## config.mk

```make
export PLATFORM = sky130hd
export DESIGN_NAME = win_disc_counter
export DESIGN_NICKNAME = d
export VERILOG_FILES = /design/src/rtl/wdc_pkg.sv /design/src/rtl/wdc_sync.sv /design/src/rtl/wdc_disc.sv /design/src/rtl/wdc_counter.sv /design/src/rtl/wdc_regs.sv /design/src/rtl/win_disc_counter.sv
export SDC_FILE = /design/constraint.sdc
export NUM_CORES = 1
export LEC_CHECK = 0
export ABC_CLOCK_PERIOD_IN_PS = 3800
export BUFFER_PORTS_ARGS = -buffer_cell sky130_fd_sc_hd__buf_2
export CORE_ASPECT_RATIO = 0.6
export CORE_MARGIN = 2
export CORE_UTILIZATION = 40
export CTS_CLUSTER_DIAMETER = 200
export DETAILED_ROUTE_END_ITERATION = 8
export GPL_TIMING_DRIVEN = 0
export PLACE_DENSITY = 0.57
export SYNTH_ARGS = -nofsm -noshare
export SYNTH_HDL_FRONTEND = slang
export SYNTH_SLANG_ARGS = --single-unit
```

## constraint.sdc

```tcl
create_clock -name clk -period 3.8 [get_ports clk]
set_input_delay 0.76 -clock clk [delete_from_list [all_inputs] [get_ports clk]]
set_output_delay 0.76 -clock clk [all_outputs]
set_load 0.05 [all_outputs]
```

## src/rtl/wdc_pkg.sv

```systemverilog
package wdc_pkg;
   localparam int unsigned DATA_W  = 8;
   localparam int unsigned ADDR_W  = 2;
   localparam int unsigned SPACE_W = 24;

   localparam logic [ADDR_W-1:0] RA_BYTE0 = 2'd0;
   localparam logic [ADDR_W-1:0] RA_BYTE1 = 2'd1;
   localparam logic [ADDR_W-1:0] RA_GAP   = 2'd2;
   localparam logic [ADDR_W-1:0] RA_BYTE2 = 2'd3;

   typedef struct packed {
      logic hi;
      logic lo;
   } flags_t;
endpackage

```

## src/rtl/wdc_sync.sv

```systemverilog
module wdc_sync #(
   parameter int unsigned STAGES = 2,
   parameter int unsigned W      = 2
) (
   input  logic         clk,
   input  logic         rst_n,
   input  logic [W-1:0] d,
   output logic [W-1:0] q
);
   generate
      if (STAGES < 2) begin : g_bad_stages
         $error("wdc_sync: STAGES must be at least 2");
      end
   endgenerate

   logic [STAGES-1:0][W-1:0] stg;

   always_ff @(posedge clk or negedge rst_n) begin
      if (!rst_n) stg <= '0;
      else        stg <= {stg[STAGES-2:0], d};
   end

   assign q = stg[STAGES-1];
endmodule

```

## src/rtl/wdc_disc.sv

```systemverilog
module wdc_disc (
   input  logic clk,
   input  logic rst_n,
   input  logic clr,
   input  logic lo_s,
   input  logic hi_s,
   output logic cnt_ev
);
   logic lo_d;
   logic armed;
   logic rise_lo;
   logic fall_lo;

   assign rise_lo = lo_s & ~lo_d;
   assign fall_lo = ~lo_s & lo_d;
   assign cnt_ev  = fall_lo & armed & ~hi_s;

   always_ff @(posedge clk or negedge rst_n) begin
      if (!rst_n) begin
         lo_d  <= 1'b0;
         armed <= 1'b0;
      end else begin
         lo_d <= lo_s;
         if (clr || hi_s || fall_lo) armed <= 1'b0;
         else if (rise_lo)           armed <= 1'b1;
      end
   end

   AST_VETO_CLEARS: assert property (@(posedge clk) disable iff (!rst_n)
      hi_s |=> !armed);
   AST_ONE_EVENT: assert property (@(posedge clk) disable iff (!rst_n)
      cnt_ev |=> !cnt_ev);
endmodule

```

## src/rtl/wdc_counter.sv

```systemverilog
module wdc_counter #(
   parameter int unsigned W = 18
) (
   input  logic         clk,
   input  logic         rst_n,
   input  logic         clr,
   input  logic         inc,
   output logic [W-1:0] cnt
);
   localparam int unsigned STOP_IDX = W - 1;

   logic stop;
   assign stop = cnt[STOP_IDX];

   always_ff @(posedge clk or negedge rst_n) begin
      if (!rst_n)            cnt <= '0;
      else if (clr)          cnt <= '0;
      else if (inc && !stop) cnt <= cnt + 1'b1;
   end

   AST_STEP_ONE: assert property (@(posedge clk) disable iff (!rst_n)
      !clr |=> (cnt == $past(cnt) || cnt == $past(cnt) + 1'b1));
   AST_FROZEN: assert property (@(posedge clk) disable iff (!rst_n)
      (cnt[STOP_IDX] && !clr) |=> $stable(cnt));
   AST_CLR_WINS: assert property (@(posedge clk) disable iff (!rst_n)
      clr |=> cnt == '0);
endmodule

```

## src/rtl/wdc_regs.sv

```systemverilog
module wdc_regs
   import wdc_pkg::*;
#(
   parameter int unsigned CNT_W = 18
) (
   input  logic [CNT_W-1:0]  cnt,
   input  logic [ADDR_W-1:0] rd_addr,
   output logic [DATA_W-1:0] rd_data
);
   localparam int unsigned PAD_W = SPACE_W - CNT_W;

   logic [SPACE_W-1:0] wide;

   generate
      if (PAD_W == 0) begin : g_full
         assign wide = cnt;
      end else begin : g_pad
         assign wide = {{PAD_W{1'b0}}, cnt};
      end
   endgenerate

   always_comb begin
      unique case (rd_addr)
         RA_BYTE0: rd_data = wide[7:0];
         RA_BYTE1: rd_data = wide[15:8];
         RA_BYTE2: rd_data = wide[23:16];
         default:  rd_data = '0;
      endcase
   end
endmodule

```

## src/rtl/win_disc_counter.sv

```systemverilog
module win_disc_counter
   import wdc_pkg::*;
#(
   parameter int unsigned CNT_W       = 18,
   parameter int unsigned SYNC_STAGES = 2
) (
   input  logic              clk,
   input  logic              rst_n,
   input  logic              clr,
   input  logic              src_sel,
   input  logic              det_lo,
   input  logic              det_hi,
   input  logic              tst_lo,
   input  logic              tst_hi,
   input  logic [ADDR_W-1:0] rd_addr,
   output logic [DATA_W-1:0] rd_data
);
   generate
      if (CNT_W < 9 || CNT_W > SPACE_W) begin : g_bad_width
         $error("win_disc_counter: CNT_W out of range");
      end
   endgenerate

   flags_t            raw_f;
   flags_t            syn_f;
   logic              cnt_ev;
   logic [CNT_W-1:0]  cnt;

   assign raw_f.lo = src_sel ? tst_lo : det_lo;
   assign raw_f.hi = src_sel ? tst_hi : det_hi;

   wdc_sync #(.STAGES(SYNC_STAGES), .W(2)) sync_i (
      .clk(clk), .rst_n(rst_n), .d(raw_f), .q(syn_f)
   );

   wdc_disc disc_i (
      .clk(clk), .rst_n(rst_n), .clr(clr),
      .lo_s(syn_f.lo), .hi_s(syn_f.hi), .cnt_ev(cnt_ev)
   );

   wdc_counter #(.W(CNT_W)) ctr_i (
      .clk(clk), .rst_n(rst_n), .clr(clr), .inc(cnt_ev), .cnt(cnt)
   );

   wdc_regs #(.CNT_W(CNT_W)) regs_i (
      .cnt(cnt), .rd_addr(rd_addr), .rd_data(rd_data)
   );

   AST_NO_COUNT_WHILE_HIGH: assert property (@(posedge clk) disable iff (!rst_n)
      (syn_f.lo && !clr) |=> $stable(cnt));
endmodule

```

==> reports/qor.txt <==
vias per inst - 5.48
Syn Inst Count - 127
status - complete, no violations
Clock Skew - 0.00237 ns
Pre-antenna DRT Iters - 4
Detailed Route Iter0 Violations - 56
global-route wire length before repair - 4640 um
Synth warnings - 0
post-synth top area share - 47.6%
Max Slew Vio Count - 0
TritonCTS clock tree - done
register area share after synthesis - 47.6%
pre-CTS setup slack - 1.16 ns
final WL - 2780 um
most area-consuming cells after synthesis - dfrtp_1 48%, mux2i_1 7.1%, nor2_1 4.5%, xor2_1 3.5%, a21oi_1 3.2%
nets@finish - 158
Pwr per Cell Area - 306 nW/um^2
most frequent cells in the layout - 24 x dfrtp_1, 15 x nor2_1, 15 x buf_2
Setup crit start kind - input port
R2R Setup Slk - 1.64 ns
# diodes - 0
Setup Viol. Count Final - 0
Fin. Hold Viols - 0
Die Width - 76.5 um
cell area after synthesis - 1260 sq um
fin cells - 187
I/O pins - 18
GPL Wtd Cong - 0.846
Slew Limit Headroom - 52.7%
worst min-delay path class - reg -> reg
clock root cell - clkbuf_8
post-route DRC violation count - 0
Synthesized Nets - 138
I/O Buffers - 15
cell count after placement - 184
global-route usage over all layers - 17.0%
via count - 1025
CTS H-Tree Depth - 1
Num Clock Sinks - 24
Resized cells post-CTS - 0
register bit total from synthesis - 24
Layout area overhead - 13.4%
fmax - 378 MHz
post-route ant nets - 0
P_leak - 0.618 nW
max-cap viol count - 0
Num CTS Buffers - 3
Hold Slack - 0.355 ns
Worst-path clk slew - 0.08 ns
CP endpoint kind - output pin
Synth cell types - 33
Avg Cell Area, Syn - 9.93 sq um
Die Y - 47.5 um
DP HPWL - 2120 um
RSZ-0062 raised after global routing - false
share of cells above drive strength 1 - 15.2%
number of global-route vias before repair - 950
final worst slack - 1.16 ns
Std-Cell Rows - 15
antenna violations before repair - 0
CTS Hold Bufs - 0
clk buf depth - 2
Worst-Margin Slew - 0.707 ns
maximum vdd ir drop - 0.000164 V
latest clock arrival within the worst-skew pair - 0.26 ns
DIE AREA - 3630 sq um
PnR Total Power - 0.000437 W
setup tns final - 0 ns
GR Overflow Total - 0
dominant cell type by area after synthesis - dfrtp_1
commonest non-fill, non-tap cell in the layout - dfrtp_1
Setup Buffers After CTS - 0
core area - 2930 sq um
Final period util - 69.6%
Worst EP required - 3.04 ns
CP max FO - 10
DR WL/cell - 14.9 um
largest net degree at the start of global routing - 25
initial cell density of the core - 43.1%
post-layout minimum cycle time - 2.64 ns
CP Class - in -> out
Worst Path Arrival - 1.88 ns
## final cells by class
class / count / area [sq um]
Tap cell: 42 / 52.6
Timing Repair Buffer: 15 / 75.1
Inverter: 1 / 3.75
Buffer: 6 / 30.0
Multi-Input combinational cell: 96 / 627
Clock buffer: 3 / 41.3
Sequential cell: 24 / 601
Fill cell: 296 / 1500
## through the flow
stage	instance area (sq um)	utilization, %
CTS	1430	48.8
global placement	1390	47.4
detailed placement	1390	47.4
global route	1430	48.8
floorplan	1260	-
finish	1430	48.8
## metal layers
layer / global-route usage, % / routed length (um) / part of all wire, % / vias to the layer above
met5: 0 / 0 / 0 / -
met4: 3.27 / 8 / 0.29 / 0
li1: - / - / - / 499
met3: 4.15 / 136 / 4.9 / 2
met2: 25.5 / 1110 / 40 / 22
met1: 25.6 / 1530 / 55 / 502
## path summary, 6_finish.rpt
check,depth (start not counted),end,start
worst max-delay path,4,rd_data[1],rd_addr[0]
worst min-delay path,0,sync_i.q[1],sync_i.stg[1]
worst max register to register,4,ctr_i.cnt[13],ctr_i.cnt[17]
worst min register to register,0,sync_i.q[1],sync_i.stg[1]
max in group asynchronous,1,ctr_i.cnt[13],rst_n
min in group asynchronous,1,ctr_i.cnt[5],rst_n
## registers in the layout, indices dropped and copies added, names as in the netlist
name,count
ctr_i.cnt,18
sync_i.q,2
sync_i.stg,2
disc_i.armed,1
disc_i.lo_d,1
## synthesized netlist by cell type
master / n
xor2_1: 5
nor3b_1: 2
nand2_1: 7
maj3_1: 1
nor3_1: 1
buf_1: 2
o41ai_1: 1
nand3b_1: 2
xnor2_1: 3
and3_1: 2
or3b_4: 1
nand2b_1: 1
or4_1: 5
a21oi_1: 8
or2b_1: 1
and2_1: 1
mux2_2: 2
nor2_1: 15
mux2i_1: 9
o31ai_1: 5
inv_1: 1
clkbuf_1: 3
or3_1: 3
and4_1: 1
nor4_1: 2
nand4_1: 4
nand3_1: 6
and4b_1: 1
ha_1: 1
buf_6: 1
o21ai_0: 5
dfrtp_1: 24
or2_1: 1
## cells by family (layout without fill, tap and decap cells)
logic type	Yosys count	in the layout	share of synthesized area, %
buffers and inverters	7	25	2.68
adders and majority gates	2	2	1.79
and+or+nand+nor	56	56	24.6
DFF	24	24	47.6
muxes	11	11	8.93
xor gates and xnor gates	8	8	5.56
AOI/OAI and AO/OA	19	19	8.83
## critical path, stage by stage
cell,delay [ns]
clkbuf_1,0.49
mux2i_1,0.16
o21ai_0,0.18
buf_2,0.29
## power breakdown
group	internal [W]	total [W]	switching, W
clock	0.0000708	0.000147	0.0000757
sequential	0.000260	0.000263	0.00000311
combinational	0.0000106	0.0000278	0.0000172
Power figures use the tool's default switching activity.
